### src/rtl/irq_status_pkg.sv
package irq_status_pkg;
  localparam int EV_COUNT  = 10;
  localparam int LVL_COUNT = 2;
  localparam int SRC_COUNT = EV_COUNT + LVL_COUNT;
  localparam int EV_ABORT  = 4;

  localparam int A_RAW     = 0;
  localparam int A_MASK    = 1;
  localparam int A_MSKD    = 2;
  localparam int A_ABORT   = 3;
  localparam int A_CLRALL  = 4;
  localparam int A_CLRBASE = 8;

  typedef enum logic [2:0] {
    SEL_NONE, SEL_RAW, SEL_MASK, SEL_MSKD, SEL_ABORT, SEL_CLRONE, SEL_CLRALL
  } rdsel_e;

  typedef struct packed {
    logic                rdEn;
    rdsel_e              rdSel;
    logic                clrAll;
    logic [EV_COUNT-1:0] clrSrc;
    logic                maskWr;
  } strobe_t;
endpackage

### src/rtl/irq_status_ctrl.sv
module irq_status_ctrl
  import irq_status_pkg::*;
#(
  parameter int ADDR_W = 5
) (
  input  logic              clk,
  input  logic              rstN,
  input  logic [ADDR_W-1:0] regAddr,
  input  logic              regRd,
  input  logic              regWr,
  output strobe_t           strb
);
  logic [EV_COUNT-1:0] clrHit;

  for (genvar i = 0; i < EV_COUNT; i++) begin : g_hit
    assign clrHit[i] = (regAddr == ADDR_W'(A_CLRBASE + i));
  end

  always_comb begin
    strb        = '0;
    strb.rdEn   = regRd;
    strb.rdSel  = SEL_NONE;
    strb.maskWr = regWr && (regAddr == ADDR_W'(A_MASK));
    if (regRd) begin
      if (regAddr == ADDR_W'(A_RAW))         strb.rdSel = SEL_RAW;
      else if (regAddr == ADDR_W'(A_MASK))   strb.rdSel = SEL_MASK;
      else if (regAddr == ADDR_W'(A_MSKD))   strb.rdSel = SEL_MSKD;
      else if (regAddr == ADDR_W'(A_ABORT))  strb.rdSel = SEL_ABORT;
      else if (regAddr == ADDR_W'(A_CLRALL)) begin
        strb.rdSel  = SEL_CLRALL;
        strb.clrAll = 1'b1;
      end else if (|clrHit) begin
        strb.rdSel  = SEL_CLRONE;
        strb.clrSrc = clrHit;
      end
    end
  end

  // at most one per-source clear per cycle
  assert_one_clear_R6: assert property (@(posedge clk) disable iff (!rstN)
    $onehot0(strb.clrSrc));
  // no clear strobe without a read
  assert_no_clear_on_write_R12: assert property (@(posedge clk) disable iff (!rstN)
    !regRd |-> (strb.clrSrc == '0 && !strb.clrAll));
endmodule

### src/rtl/irq_status_dp.sv
module irq_status_dp
  import irq_status_pkg::*;
#(
  parameter int DATA_W  = 16,
  parameter int ABORT_W = 16
) (
  input  logic                 clk,
  input  logic                 rstN,
  input  strobe_t              strb,
  input  logic [EV_COUNT-1:0]  evtPulse,
  input  logic [LVL_COUNT-1:0] lvlIn,
  input  logic [ABORT_W-1:0]   abortCauseIn,
  input  logic [DATA_W-1:0]    regWdata,
  output logic [DATA_W-1:0]    regRdata,
  output logic                 irq
);
  logic [EV_COUNT-1:0]  stickyQ;
  logic [SRC_COUNT-1:0] maskQ;
  logic [ABORT_W-1:0]   abortQ;
  logic [SRC_COUNT-1:0] rawStatus;
  logic [SRC_COUNT-1:0] maskedStatus;
  logic [EV_COUNT-1:0]  clrVec;
  logic                 abortClr;
  logic                 unusedWdata;

  assign unusedWdata  = ^regWdata[DATA_W-1:SRC_COUNT];
  assign rawStatus    = {lvlIn, stickyQ};
  assign maskedStatus = rawStatus & maskQ;
  assign irq          = |maskedStatus;
  assign abortClr     = clrVec[EV_ABORT];

  for (genvar i = 0; i < EV_COUNT; i++) begin : g_sticky
    assign clrVec[i] = strb.clrAll | strb.clrSrc[i];
    always_ff @(posedge clk) begin
      if (!rstN) stickyQ[i] <= 1'b0;
      else       stickyQ[i] <= (stickyQ[i] & ~clrVec[i]) | evtPulse[i];
    end
  end

  always_ff @(posedge clk) begin
    if (!rstN) maskQ <= '0;
    else if (strb.maskWr) maskQ <= regWdata[SRC_COUNT-1:0];
  end

  always_ff @(posedge clk) begin
    if (!rstN) abortQ <= '0;
    else if (evtPulse[EV_ABORT]) abortQ <= (abortClr ? '0 : abortQ) | abortCauseIn;
    else if (abortClr) abortQ <= '0;
  end

  always_ff @(posedge clk) begin
    if (!rstN) regRdata <= '0;
    else if (strb.rdEn) begin
      unique case (strb.rdSel)
        SEL_RAW:    regRdata <= DATA_W'(rawStatus);
        SEL_MASK:   regRdata <= DATA_W'(maskQ);
        SEL_MSKD:   regRdata <= DATA_W'(maskedStatus);
        SEL_ABORT:  regRdata <= DATA_W'(abortQ);
        SEL_CLRONE: regRdata <= DATA_W'(|(stickyQ & strb.clrSrc));
        SEL_CLRALL: regRdata <= DATA_W'(|stickyQ);
        default:    regRdata <= '0;
      endcase
    end
  end

  // every pulsed event is visible next cycle, clear or not
  assert_event_kept_R8: assert property (@(posedge clk) disable iff (!rstN)
    (|evtPulse) |=> ((stickyQ & $past(evtPulse)) == $past(evtPulse)));
  // a cleared bit with no coinciding event reads zero afterwards
  assert_clear_works_R6: assert property (@(posedge clk) disable iff (!rstN)
    (|(clrVec & ~evtPulse)) |=> ((stickyQ & $past(clrVec & ~evtPulse)) == '0));
  // without events or clears the sticky bits hold
  assert_sticky_hold_R2: assert property (@(posedge clk) disable iff (!rstN)
    (evtPulse == '0 && clrVec == '0) |=> $stable(stickyQ));
  // mask takes the written value
  assert_mask_write_R12: assert property (@(posedge clk) disable iff (!rstN)
    strb.maskWr |=> (maskQ == $past(regWdata[SRC_COUNT-1:0])));
  // abort clear without new abort empties the cause
  assert_abort_clear_R10: assert property (@(posedge clk) disable iff (!rstN)
    (abortClr && !evtPulse[EV_ABORT]) |=> (abortQ == '0));
endmodule

### src/rtl/irq_status_top.sv
module irq_status_top
  import irq_status_pkg::*;
#(
  parameter int ADDR_W  = 5,
  parameter int DATA_W  = 16,
  parameter int ABORT_W = 16
) (
  input  logic                 clk,
  input  logic                 rstN,
  input  logic [EV_COUNT-1:0]  evtPulse,
  input  logic [LVL_COUNT-1:0] lvlIn,
  input  logic [ABORT_W-1:0]   abortCauseIn,
  input  logic [ADDR_W-1:0]    regAddr,
  input  logic                 regRd,
  input  logic                 regWr,
  input  logic [DATA_W-1:0]    regWdata,
  output logic [DATA_W-1:0]    regRdata,
  output logic                 irq
);
  strobe_t strb;

  irq_status_ctrl #(.ADDR_W(ADDR_W)) u_ctrl (
    .clk(clk), .rstN(rstN), .regAddr(regAddr), .regRd(regRd),
    .regWr(regWr), .strb(strb)
  );

  irq_status_dp #(.DATA_W(DATA_W), .ABORT_W(ABORT_W)) u_dp (
    .clk(clk), .rstN(rstN), .strb(strb), .evtPulse(evtPulse),
    .lvlIn(lvlIn), .abortCauseIn(abortCauseIn), .regWdata(regWdata),
    .regRdata(regRdata), .irq(irq)
  );
endmodule

### config.mk
export PLATFORM = sky130hd
export DESIGN_NAME = irq_status_top
export DESIGN_NICKNAME = d
export VERILOG_FILES = /design/src/rtl/irq_status_pkg.sv /design/src/rtl/irq_status_ctrl.sv /design/src/rtl/irq_status_dp.sv /design/src/rtl/irq_status_top.sv
export SDC_FILE = /design/constraint.sdc
export NUM_CORES = 1
export LEC_CHECK = 0
export BUFFER_PORTS_ARGS = -buffer_cell sky130_fd_sc_hd__buf_4
export CAP_MARGIN = 20
export CORE_UTILIZATION = 52
export DETAILED_ROUTE_END_ITERATION = 8
export PLACE_DENSITY = 0.79
export SYNTH_ARGS = -nofsm -noshare
export SYNTH_HDL_FRONTEND = slang
export SYNTH_SLANG_ARGS = --single-unit
### constraint.sdc
create_clock -name clk -period 2 [get_ports clk]
set_input_delay 0.4 -clock clk [delete_from_list [all_inputs] [get_ports clk]]
set_output_delay 0.4 -clock clk [all_outputs]
set_load 0.01 [all_outputs]
Word-level counts from Yosys, hierarchy flattened:

Index checks and enable logic that the tools add are counted.

* multipliers: 0
* reductions and logical operators: 6
* $add $sub $neg: 0
* $lt $le $gt $ge: 0
* bitwise operators: 43
* shift operators: 0
* mux-type cells: 17
* eq/ne operators: 20
* div/mod/pow operators: 0

Operator list (count)
* $pmux 16 s6: 1
* $mux 11: 4
* $eq 5x4->1 const B: 8
* $mux 16: 2
* $reduce_or 10->1: 3
* $mux 10: 2
* $or 1x1->1: 20
* $mux 3: 6
* $or 16x16->16: 1
* $mux 14: 1
* $and 12x12->12: 1
* $reduce_or 12->1: 1
* $and 1x1->1: 10
* $and 10x10->10: 1
* $eq 5x2->1 const B: 2
* $eq 5x5->1 const B: 2
* $not 1->1: 10
* $eq 3x3->1 const B: 3
* $eq 3x2->1 const B: 2
* $eq 5x1->1 const B: 1
* $eq 5x3->1 const B: 1
* $logic_not 5->1: 1
* $eq 3x1->1 const B: 1
* $logic_and 1x1->1: 1
* $mux 1: 1

* memories kept: 0
* bits in latches: 0
* bits in read-only memories: 0
* RAM bits: 0
* flip-flop bits (word level): 54

Depth between registers and ports, before layout:

Gate-level depths: netlist (run 1).

* depth in word-level cells: 13
* gate-level depth with buffers: 7

Modules after synthesis:

From an unflattened synthesis (run 1), not the netlist that was laid out.

* cells, all modules: 314
* area total of the unflattened synthesis: 2793.9 µm²

Modules (own cells, without submodules)
* irq_status_dp: area an instance 2543.7 µm², cells each 275, instances 1
* irq_status_ctrl: area an instance 250.2 µm², cells each 39, instances 1

Worst setup path after synthesis (run 1):

Ideal clock, no wire load.

* path type: input to register
* start point: input regAddr[0]
* end point: register u_dp.abortQ[10]
* data arrival time: 1530 ps
* path buffers: 3
* slack: 351 ps
* cell stages on the path: 7
* setup time: 118 ps
* cells stage by stage: buf_2 -> nand2b_4 -> or3_1 -> buf_2 -> buf_2 -> a22oi_1 -> nor2b_1

* word-level cells in the longest chain between the ends: 13
* elaborated cells on any way between the ends: 28
* those cells by class: eq/ne (14); mux (10); bitwise (2); reduce/logical (2)

Ends and longest elaborated chain
* start, declared: line irq_status_top.sv:13 `input logic [ADDR_W-1:0] regAddr,`
* $eq 5x4->1 / $eq 5x5->1 (equally long branches): line irq_status_ctrl.sv:16 `assign clrHit[i] = (regAddr == ADDR_W'(A_CLRBASE + i));`
* $reduce_or 10->1: line irq_status_ctrl.sv:32 `end else if (|clrHit) begin`
* $mux 10: line irq_status_ctrl.sv:32
* $mux 10: line irq_status_ctrl.sv:29 `else if (regAddr == ADDR_W'(A_CLRALL)) begin`
* $mux 11: line irq_status_ctrl.sv:28 `else if (regAddr == ADDR_W'(A_ABORT)) strb.rdSel = SEL_ABORT;`
* $mux 11: line irq_status_ctrl.sv:27 `else if (regAddr == ADDR_W'(A_MSKD)) strb.rdSel = SEL_MSKD;`
* $mux 11: line irq_status_ctrl.sv:26 `else if (regAddr == ADDR_W'(A_MASK)) strb.rdSel = SEL_MASK;`
* $mux 11 *: line irq_status_ctrl.sv:25 `if (regAddr == ADDR_W'(A_RAW)) strb.rdSel = SEL_RAW;`
* $mux 14 *: line irq_status_ctrl.sv:24 `if (regRd) begin`
* $or 1x1->1 *: line irq_status_dp.sv:33 `assign clrVec[i] = strb.clrAll | strb.clrSrc[i];`
* $mux 16 *
* $or 16x16->16: line irq_status_dp.sv:47 `else if (evtPulse[EV_ABORT]) abortQ <= (abortClr ? '0 : abortQ) | abortCauseIn;`
* $mux 16 *: line irq_status_dp.sv:47
* end signal, assigned: line irq_status_dp.sv:47
* end, declared: line irq_status_dp.sv:19 `logic [ABORT_W-1:0] abortQ;`

Every way passes the cells marked *; elsewhere a longest branch is shown, timed or not.
A chain may end at the register's enable or synchronous reset.

Final worst setup path (run 1):

* start point: register u_dp.stickyQ[9] (netlist: u_dp.rawStatus[9])
* end point: output irq

* word-level cells in the longest chain between the ends: 2

Ends and longest elaborated chain
* start, declared: line irq_status_dp.sv:17 `logic [EV_COUNT-1:0] stickyQ;`
* start signal, assigned by index: line irq_status_dp.sv:36 `else stickyQ[i] <= (stickyQ[i] & ~clrVec[i]) | evtPulse[i];`
* $and 12x12->12: line irq_status_dp.sv:28 `assign maskedStatus = rawStatus & maskQ;`
* $reduce_or 12->1: line irq_status_dp.sv:29 `assign irq = |maskedStatus;`
* end, declared: line irq_status_top.sv:18 `output logic irq`

Every way passes these cells.

==> results_tabular.tex, run 1 <==
\begin{tabular}{lr}
\hline
Metric & Value \\
\hline
\multicolumn{2}{l}{\textbf{STA}} \\
Max Freq & around 0.56 GHz \\
Tightest slew margin relative to the limit & 59.4\% \\
Actual slew at the worst max-slew pin & 609 ps \\
Final critical-path share of the clock period & 88.7\% \\
Number of hold violations in the final report & 0 \\
Number of max-slew violations in the final report & 0 \\
Final clock skew & approximately 5 ps \\
Unrepaired setup endpoints after global routing & no \\
Final-report setup violation count & 0 \\
Setup total negative slack & 0 ps \\
Final critical delay including setup and external delays & 1770 ps \\
\multicolumn{2}{l}{\textbf{Drt}} \\
Detailed-route wire length per cell & 13.9 µm \\
Remaining DRCs & 0 \\
First-iteration detailed-routing DRC count & between 150 and 200 \\
Antenna Nets Post-Route & 0 \\
Number of iterations in the first detailed-routing pass & 4 \\
Via count & 2364 \\
Post-detailed-route via-to-cell ratio & 5.34 \\
Sum of routed wire length over all layers & 6140 µm \\
\multicolumn{2}{l}{\textbf{Worst setup path}} \\
CP Capture Type & output port \\
Endpoint arrival time on the critical path & 1370 ps \\
Worst endpoint required time & 1600 ps \\
Worst setup path class & flip-flop to output port \\
Element type at the critical path start & flip-flop \\
Largest fanout of any net on the critical path & 6 \\
\multicolumn{2}{l}{\textbf{Place}} \\
Half-perimeter wire length after detailed placement & $\sim$4400 µm \\
I/O Buffers & 65 \\
Final weighted congestion in routability-driven placement & 0.906 \\
DP Cell Count & 435 \\
\multicolumn{2}{l}{\textbf{Clock tree}} \\
CTS H-tree lvls & 2 \\
Hold Buf Count CTS & 0 \\
Maximum root-to-sink buffer count & 2 \\
Post-CTS repair timing setup buffer count & 0 \\
Clock-pin transition on the worst setup and hold timing paths & 90 ps \\
Number of buffers added by the clock tree synthesis step & 5 \\
TritonCTS clock tree & yes \\
Clock network latency to the later pin of the worst-skew pair & between 300 and 400 ps \\
Post-cts resize count & 0 \\
CTS root buf & sky130\_fd\_sc\_hd\_\_clkbuf\_8 \\
Number of sinks on the clock net & 54 \\
\multicolumn{2}{l}{\textbf{Global route}} \\
Largest net degree at the start of global routing & 55 \\
Global routing usage summed across all routing layers & 25.0\% \\
Vias in the first global route & 2221 \\
Remaining global-route overflow & 0 \\
Wire length of the first global-routing pass & just over 10000 µm \\
Initial antenna violation count & 0 \\
\multicolumn{2}{l}{\textbf{Floorplanning}} \\
Vertical die dimension & 72.8 µm \\
Number of I/O pins & 70 \\
Standard-cell rows & 25 \\
Chip Width & between 70 and 80 µm \\
Initial core utilization & 54.4\% \\
Die ar. & 5300 µm² \\
CORE AREA & around 4800 µm² \\
\multicolumn{2}{l}{\textbf{Synth}} \\
Main synth FF type & sky130\_fd\_sc\_hd\_\_dfxtp\_1 \\
Post-Synthesis Cell Area & between 2000 and 3000 µm² \\
Number of synthesized flops with an enable pin & 0 \\
Distinct cell type count of the synthesized netlist & 39 \\
Number of storage elements in the synthesis netlist & 54 \\
Number of synthesis warnings & 0 \\
Fraction of registers with async set/reset & 0\% \\
Sequential element share of the synthesized area & between 40\% and 50\% \\
Post-synthesis cell count & 320 \\
Post-synth net total & $\sim$370 \\
Post-Syn Area per Cell & 8.14 µm² \\
\multicolumn{2}{l}{\textbf{Power}} \\
Max rail drop VDD & 342 µV \\
Power density normalized to cell area & 624 nW/µm² \\
Leakage power & 1.18 nW \\
\multicolumn{2}{l}{\textbf{Status}} \\
Run status & complete, no violations \\
\multicolumn{2}{l}{\textbf{Finish}} \\
Share of layout cells above drive strength 1 & 22.3\% \\
Synthesis-to-finish area growth & 22.9\% \\
Commonest non-fill, non-tap cell in the layout & sky130\_fd\_sc\_hd\_\_buf\_4 \\
Final cell count without fillers & 443 \\
Final layout net count & 428 \\
Highest-count cells in the layout ignoring fill and taps & 68 x sky130\_fd\_sc\_hd\_\_buf\_4, 57 x sky130\_fd\_sc\_hd\_\_nand2\_1, 54 x sky130\_fd\_sc\_hd\_\_dfxtp\_1 \\
Number of inserted diodes & 0 \\
Total of fill cells in the finished design & between 400 and 500 \\
Final core utilization & 66.9\% \\
\multicolumn{2}{l}{\textbf{Hold path}} \\
Worst min path class & input pin to flip-flop \\
\multicolumn{2}{l}{\textbf{Job}} \\
Max\_cap viols & 0 \\
\hline
\end{tabular}
==> critical path, cell delays in order (launching register included) <==
cell	delay (ps)
sky130_fd_sc_hd__dfxtp_1	390
sky130_fd_sc_hd__a22oi_1	210
sky130_fd_sc_hd__nand4_1	110
sky130_fd_sc_hd__nand4b_1	190
sky130_fd_sc_hd__buf_4	160
==> area by class of cell <==
class | count | area (µm²) | area share, %
Timing Repair Buffer | 69 | 531 | 16.6
Tap cell | 67 | 83.8 | 2.62
Multi-Input combinational cell | 231 | 1370 | 42.7
Sequential cell | 54 | 1080 | 33.8
Clock inverter | 2 | 13.8 | 0.430
Inverter | 14 | 52.6 | 1.64
Clock buffer | 6 | 72.6 | 2.27
==> power by group <==
part           internal [mW]  total (mW)  leakage [nW]  switching, mW
logic                  0.130       0.237         0.690          0.107
clock network          0.248       0.609        0.0452          0.361
registers               1.11        1.15         0.442         0.0388
==> cell usage after synthesis, types with 3 or more instances <==
cell type                  number  area share (%)
sky130_fd_sc_hd__a21boi_0      13             3.7
sky130_fd_sc_hd__a21oi_1       17             3.3
sky130_fd_sc_hd__a22oi_1       21             6.1
sky130_fd_sc_hd__a31oi_1        8             1.9
sky130_fd_sc_hd__buf_2          8             1.5
sky130_fd_sc_hd__clkbuf_1      10             1.4
sky130_fd_sc_hd__dfxtp_1       54              41
sky130_fd_sc_hd__inv_1         14             2.0
sky130_fd_sc_hd__nand2_1       57             8.2
sky130_fd_sc_hd__nand2b_1       3            0.72
sky130_fd_sc_hd__nand3_1        7             1.3
sky130_fd_sc_hd__nor2_1         7             1.0
sky130_fd_sc_hd__nor2b_1       35             8.4
sky130_fd_sc_hd__nor4_1         3            0.72
sky130_fd_sc_hd__o21a_1        12             3.5
sky130_fd_sc_hd__o21ai_0       21             4.0
==> cell families (layout without fill, tap and decap cells) <==
group / Yosys count / count (layout) / share of synthesized area, %
AO/OA/AOI/OAI: 104 / 104 / 26.5
buffers and inverters: 35 / 91 / 6.00
flip-flops: 54 / 54 / 41.5
multiplexers: 2 / 2 / 0.769
AND/OR/NAND/NOR: 125 / 125 / 25.2
==> final timing paths <==
path | slack [ps] | depth (start not counted) | endpoint | start
max | 230 | 4 | irq | u_dp.rawStatus[9]$_SDFF_PN0_
min | 300 | 2 | u_dp.rawStatus[3]$_SDFF_PN0_ | evtPulse[3]
max reg2reg | 440 | 5 | u_dp.regRdata[0]$_SDFFE_PN0P_ | u_dp.rawStatus[3]$_SDFF_PN0_
min reg2reg | 480 | 2 | u_dp.maskQ[10]$_SDFFE_PN0P_ | u_dp.maskQ[10]$_SDFFE_PN0P_
==> registers in the layout, summed over array words and instances (netlist names) <==
signal          cells
u_dp.rawStatus     10
u_dp.regRdata      16
u_dp.maskQ         12
u_dp.abortQ        16
==> metrics by stage <==
stage          area [µm²]  hold WS [ps]  power (mW)  worst slack, ps
6_report             3200           300        2.00              226
3_3_place_gp         3120           468        1.41              113
2_1_floorplan        2610           453        1.30              351
4_1_cts              3200           294        2.02              230
3_5_place_dp         3120           475        1.41              104
5_1_grt              3200           289        2.09              123
==> metal layers <==
layer | GRT usage (%) | vias to the layer above | routed length, µm
met4 | 9.15 | 0 | 91
met2 | 40.1 | 69 | 2850
met1 | 33.8 | 1071 | 2910
li1 | - | 1215 | -
met3 | 4.56 | 9 | 286
met5 | 0 | - | 0
Note: power is estimated with default switching activity, not from simulation.
==> run 2: changes to the inputs <==
--- a/config.mk
+++ b/config.mk
@@ -7,9 +7,11 @@
 export LEC_CHECK = 0
 export BUFFER_PORTS_ARGS = -buffer_cell sky130_fd_sc_hd__buf_4
 export CAP_MARGIN = 20
+export CORE_MARGIN = 4
 export CORE_UTILIZATION = 52
 export DETAILED_ROUTE_END_ITERATION = 8
 export PLACE_DENSITY = 0.79
+export SLEW_MARGIN = 15
 export SYNTH_ARGS = -nofsm -noshare
 export SYNTH_HDL_FRONTEND = slang
 export SYNTH_SLANG_ARGS = --single-unit
==> results_tabular.tex, run 2 (synthesis results as in run 1) <==
\begin{tabular}{lr}
\hline
Metric & Value \\
\hline
\multicolumn{2}{l}{\textbf{Status}} \\
Run status & complete, no violations \\
\multicolumn{2}{l}{\textbf{STA}} \\
Max Freq & 0.542 GHz (-3.9\%) \\
Actual slew at the worst max-slew pin & 452 ps (-157 ps) \\
Final critical delay including setup and external delays & 1850 ps (+71.3 ps) \\
Tightest slew margin relative to the limit & 69.9\% (+10 points) \\
Final clock skew & 10.0 ps (+4.97 ps) \\
Final-report setup violation count & 0 (unchanged) \\
Unrepaired setup endpoints after global routing & no \\
Number of hold violations in the final report & 0 (unchanged) \\
Number of max-slew violations in the final report & 0 (unchanged) \\
Final critical-path share of the clock period & 92.3\% (+3.6 points) \\
Setup total negative slack & 0 ps (unchanged) \\
Post-layout worst setup margin & 155 ps (-71.3 ps) \\
\multicolumn{2}{l}{\textbf{Drt}} \\
Post-detailed-route via-to-cell ratio & 5.46 (+2.3\%) \\
Antenna Nets Post-Route & 0 (unchanged) \\
Via count & 2425 (+2.6\%) \\
Sum of routed wire length over all layers & 6320 µm (+3.0\%) \\
First-iteration detailed-routing DRC count & 120 (-27\%) \\
Detailed-route wire length per cell & 14.2 µm (+2.8\%) \\
Remaining DRCs & 0 (unchanged) \\
Number of iterations in the first detailed-routing pass & 4 (unchanged) \\
\multicolumn{2}{l}{\textbf{Finish}} \\
Largest registers & u\_dp.abortQ x16, u\_dp.regRdata x16, u\_dp.maskQ x12 \\
Commonest non-fill, non-tap cell in the layout & sky130\_fd\_sc\_hd\_\_buf\_4 \\
Share of layout cells above drive strength 1 & 22.8\% (+0.47 points) \\
Highest-count cells in the layout ignoring fill and taps & 70 x sky130\_fd\_sc\_hd\_\_buf\_4, 57 x sky130\_fd\_sc\_hd\_\_nand2\_1, 54 x sky130\_fd\_sc\_hd\_\_dfxtp\_1 \\
Synthesis-to-finish area growth & 23.7\% \\
Final layout net count & 429 (+0.23\%) \\
Number of inserted diodes & 0 (unchanged) \\
\multicolumn{2}{l}{\textbf{Floorplanning}} \\
Standard-cell rows & 25 (unchanged) \\
Number of I/O pins & 70 (unchanged) \\
Initial core utilization & 54.4\% (unchanged) \\
Die ar. & 6210 µm² (+17\%) \\
Vertical die dimension & 78.8 µm (+8.2\%) \\
CORE AREA & 4790 µm² (unchanged) \\
Chip Width & 78.8 µm (+8.2\%) \\
\multicolumn{2}{l}{\textbf{Worst setup path}} \\
Source of the worst register-to-register timing path & u\_dp.rawStatus[3]\$\_SDFF\_PN0\_ \\
Worst setup path class & flip-flop to output port \\
Endpoint arrival time on the critical path & 1450 ps (+80 ps) \\
Endpoint of the worst register-to-register path & u\_dp.regRdata[0]\$\_SDFFE\_PN0P\_ \\
Element type at the critical path start & flip-flop \\
Reg2reg setup slack & 430 ps (about the same) \\
Worst reg2reg path depth & 5 (unchanged) \\
Worst endpoint required time & 1600 ps (about the same) \\
Largest fanout of any net on the critical path & 6 (unchanged) \\
CP Capture Type & output port \\
\multicolumn{2}{l}{\textbf{Clock tree}} \\
Number of buffers added by the clock tree synthesis step & 5 (unchanged) \\
CTS root buf & sky130\_fd\_sc\_hd\_\_clkbuf\_8 \\
Clock-pin transition on the worst setup and hold timing paths & 100 ps (about the same) \\
Post-cts resize count & 0 (unchanged) \\
CTS H-tree lvls & 2 (unchanged) \\
TritonCTS clock tree & yes \\
Clock network latency to the later pin of the worst-skew pair & 310 ps (about the same) \\
Maximum root-to-sink buffer count & 2 (unchanged) \\
Post-CTS repair timing setup buffer count & 0 (unchanged) \\
Number of sinks on the clock net & 54 (unchanged) \\
Hold Buf Count CTS & 0 (unchanged) \\
\multicolumn{2}{l}{\textbf{Hold path}} \\
Worst Hold Path Cells & 2 (unchanged) \\
WHS Endpoint & u\_dp.rawStatus[3]\$\_SDFF\_PN0\_ \\
Min-delay src & evtPulse[3] \\
Worst min path class & input pin to flip-flop \\
\multicolumn{2}{l}{\textbf{Place}} \\
Half-perimeter wire length after detailed placement & 4600 µm (+3.6\%) \\
Worst setup slack before clock tree synthesis & 117 ps (+12.6 ps) \\
Final weighted congestion in routability-driven placement & 0.888 (-2.1\%) \\
I/O Buffers & 65 (unchanged) \\
\multicolumn{2}{l}{\textbf{Global route}} \\
Remaining global-route overflow & 0 (unchanged) \\
Vias in the first global route & 2277 (+2.5\%) \\
Wire length of the first global-routing pass & 10400 µm (+0.67\%) \\
Largest net degree at the start of global routing & 55 (unchanged) \\
Global routing usage summed across all routing layers & 20.7\% (-4.3 points) \\
Initial antenna violation count & 0 (unchanged) \\
\multicolumn{2}{l}{\textbf{Power}} \\
Power density normalized to cell area & 664 nW/µm² (+6.3\%) \\
Leakage power & 1.19 nW (+1.3\%) \\
Max rail drop VDD & 343 µV (+0.36\%) \\
PnR Total Power & 2.14 mW (+7.1\%) \\
\multicolumn{2}{l}{\textbf{Job}} \\
Max\_cap viols & 0 (unchanged) \\
\hline
\end{tabular}
## run 2: cell types whose count changed in the layout (fill, tap and decap cells not counted)
cell and delta:
sky130_fd_sc_hd__clkinv_4 -1, sky130_fd_sc_hd__clkbuf_1 -1, sky130_fd_sc_hd__buf_4 +2, sky130_fd_sc_hd__inv_6 +1, sky130_fd_sc_hd__buf_12 -1, sky130_fd_sc_hd__bufinv_16 +1
## run 2: through the flow
stage,hold WS [ps],instances,instance area [µm²],utilization [%]
after floorplan,453,320,2610,-
after global placement,468,436,3110,65.0
after detailed placement,469,436,3110,65.0
after CTS,294,444,3220,67.3
after global routing,293,444,3220,67.3
final,296,444,3220,67.3
## run 2: worst max path at each step
stage,start,endpoint
global route,u_dp.rawStatus[9]$_SDFF_PN0_,irq
global placement,regAddr[1],u_dp.regRdata[1]$_SDFFE_PN0P_
CTS,u_dp.rawStatus[7]$_SDFF_PN0_,irq
floorplan,regAddr[0],u_dp.abortQ[10]$_SDFF_PN0_
detailed placement,regAddr[1],u_dp.regRdata[1]$_SDFFE_PN0P_
finish,u_dp.rawStatus[7]$_SDFF_PN0_,irq
## run 2: final cells by class
cell class	count	area (µm²)
clock buffer	5	68.8
clock inverter	3	43.8
fill	427	1560
inverter	14	52.6
multi-input combinational	231	1370
sequential	54	1080
tap	67	83.8
timing repair buffer	70	526
## run 2: report_power, final
group	total [mW]	switching, mW	leakage, nW	internal (mW)
logic	0.238	0.108	0.691	0.130
registers	1.15	0.0395	0.442	1.12
clock network	0.748	0.372	0.0585	0.376
total	2.14	0.520	1.19	1.62
## run 2: metal layers
metal / up-vias / track usage, % / part of all wire [%]
met5: - / 0 / 0
met4: 0 / 7.17 / 2.0
met3: 10 / 4.76 / 6.0
met2: 71 / 33.3 / 44
met1: 1126 / 27.3 / 48
li1: 1218 / - / -
## run 2: worst max-delay path, stage by stage, from the launching register on
cell and delay (ps):
sky130_fd_sc_hd__dfxtp_1 380, sky130_fd_sc_hd__a22oi_1 220, sky130_fd_sc_hd__nand4_1 130, sky130_fd_sc_hd__nand4b_1 220
sky130_fd_sc_hd__buf_4 170
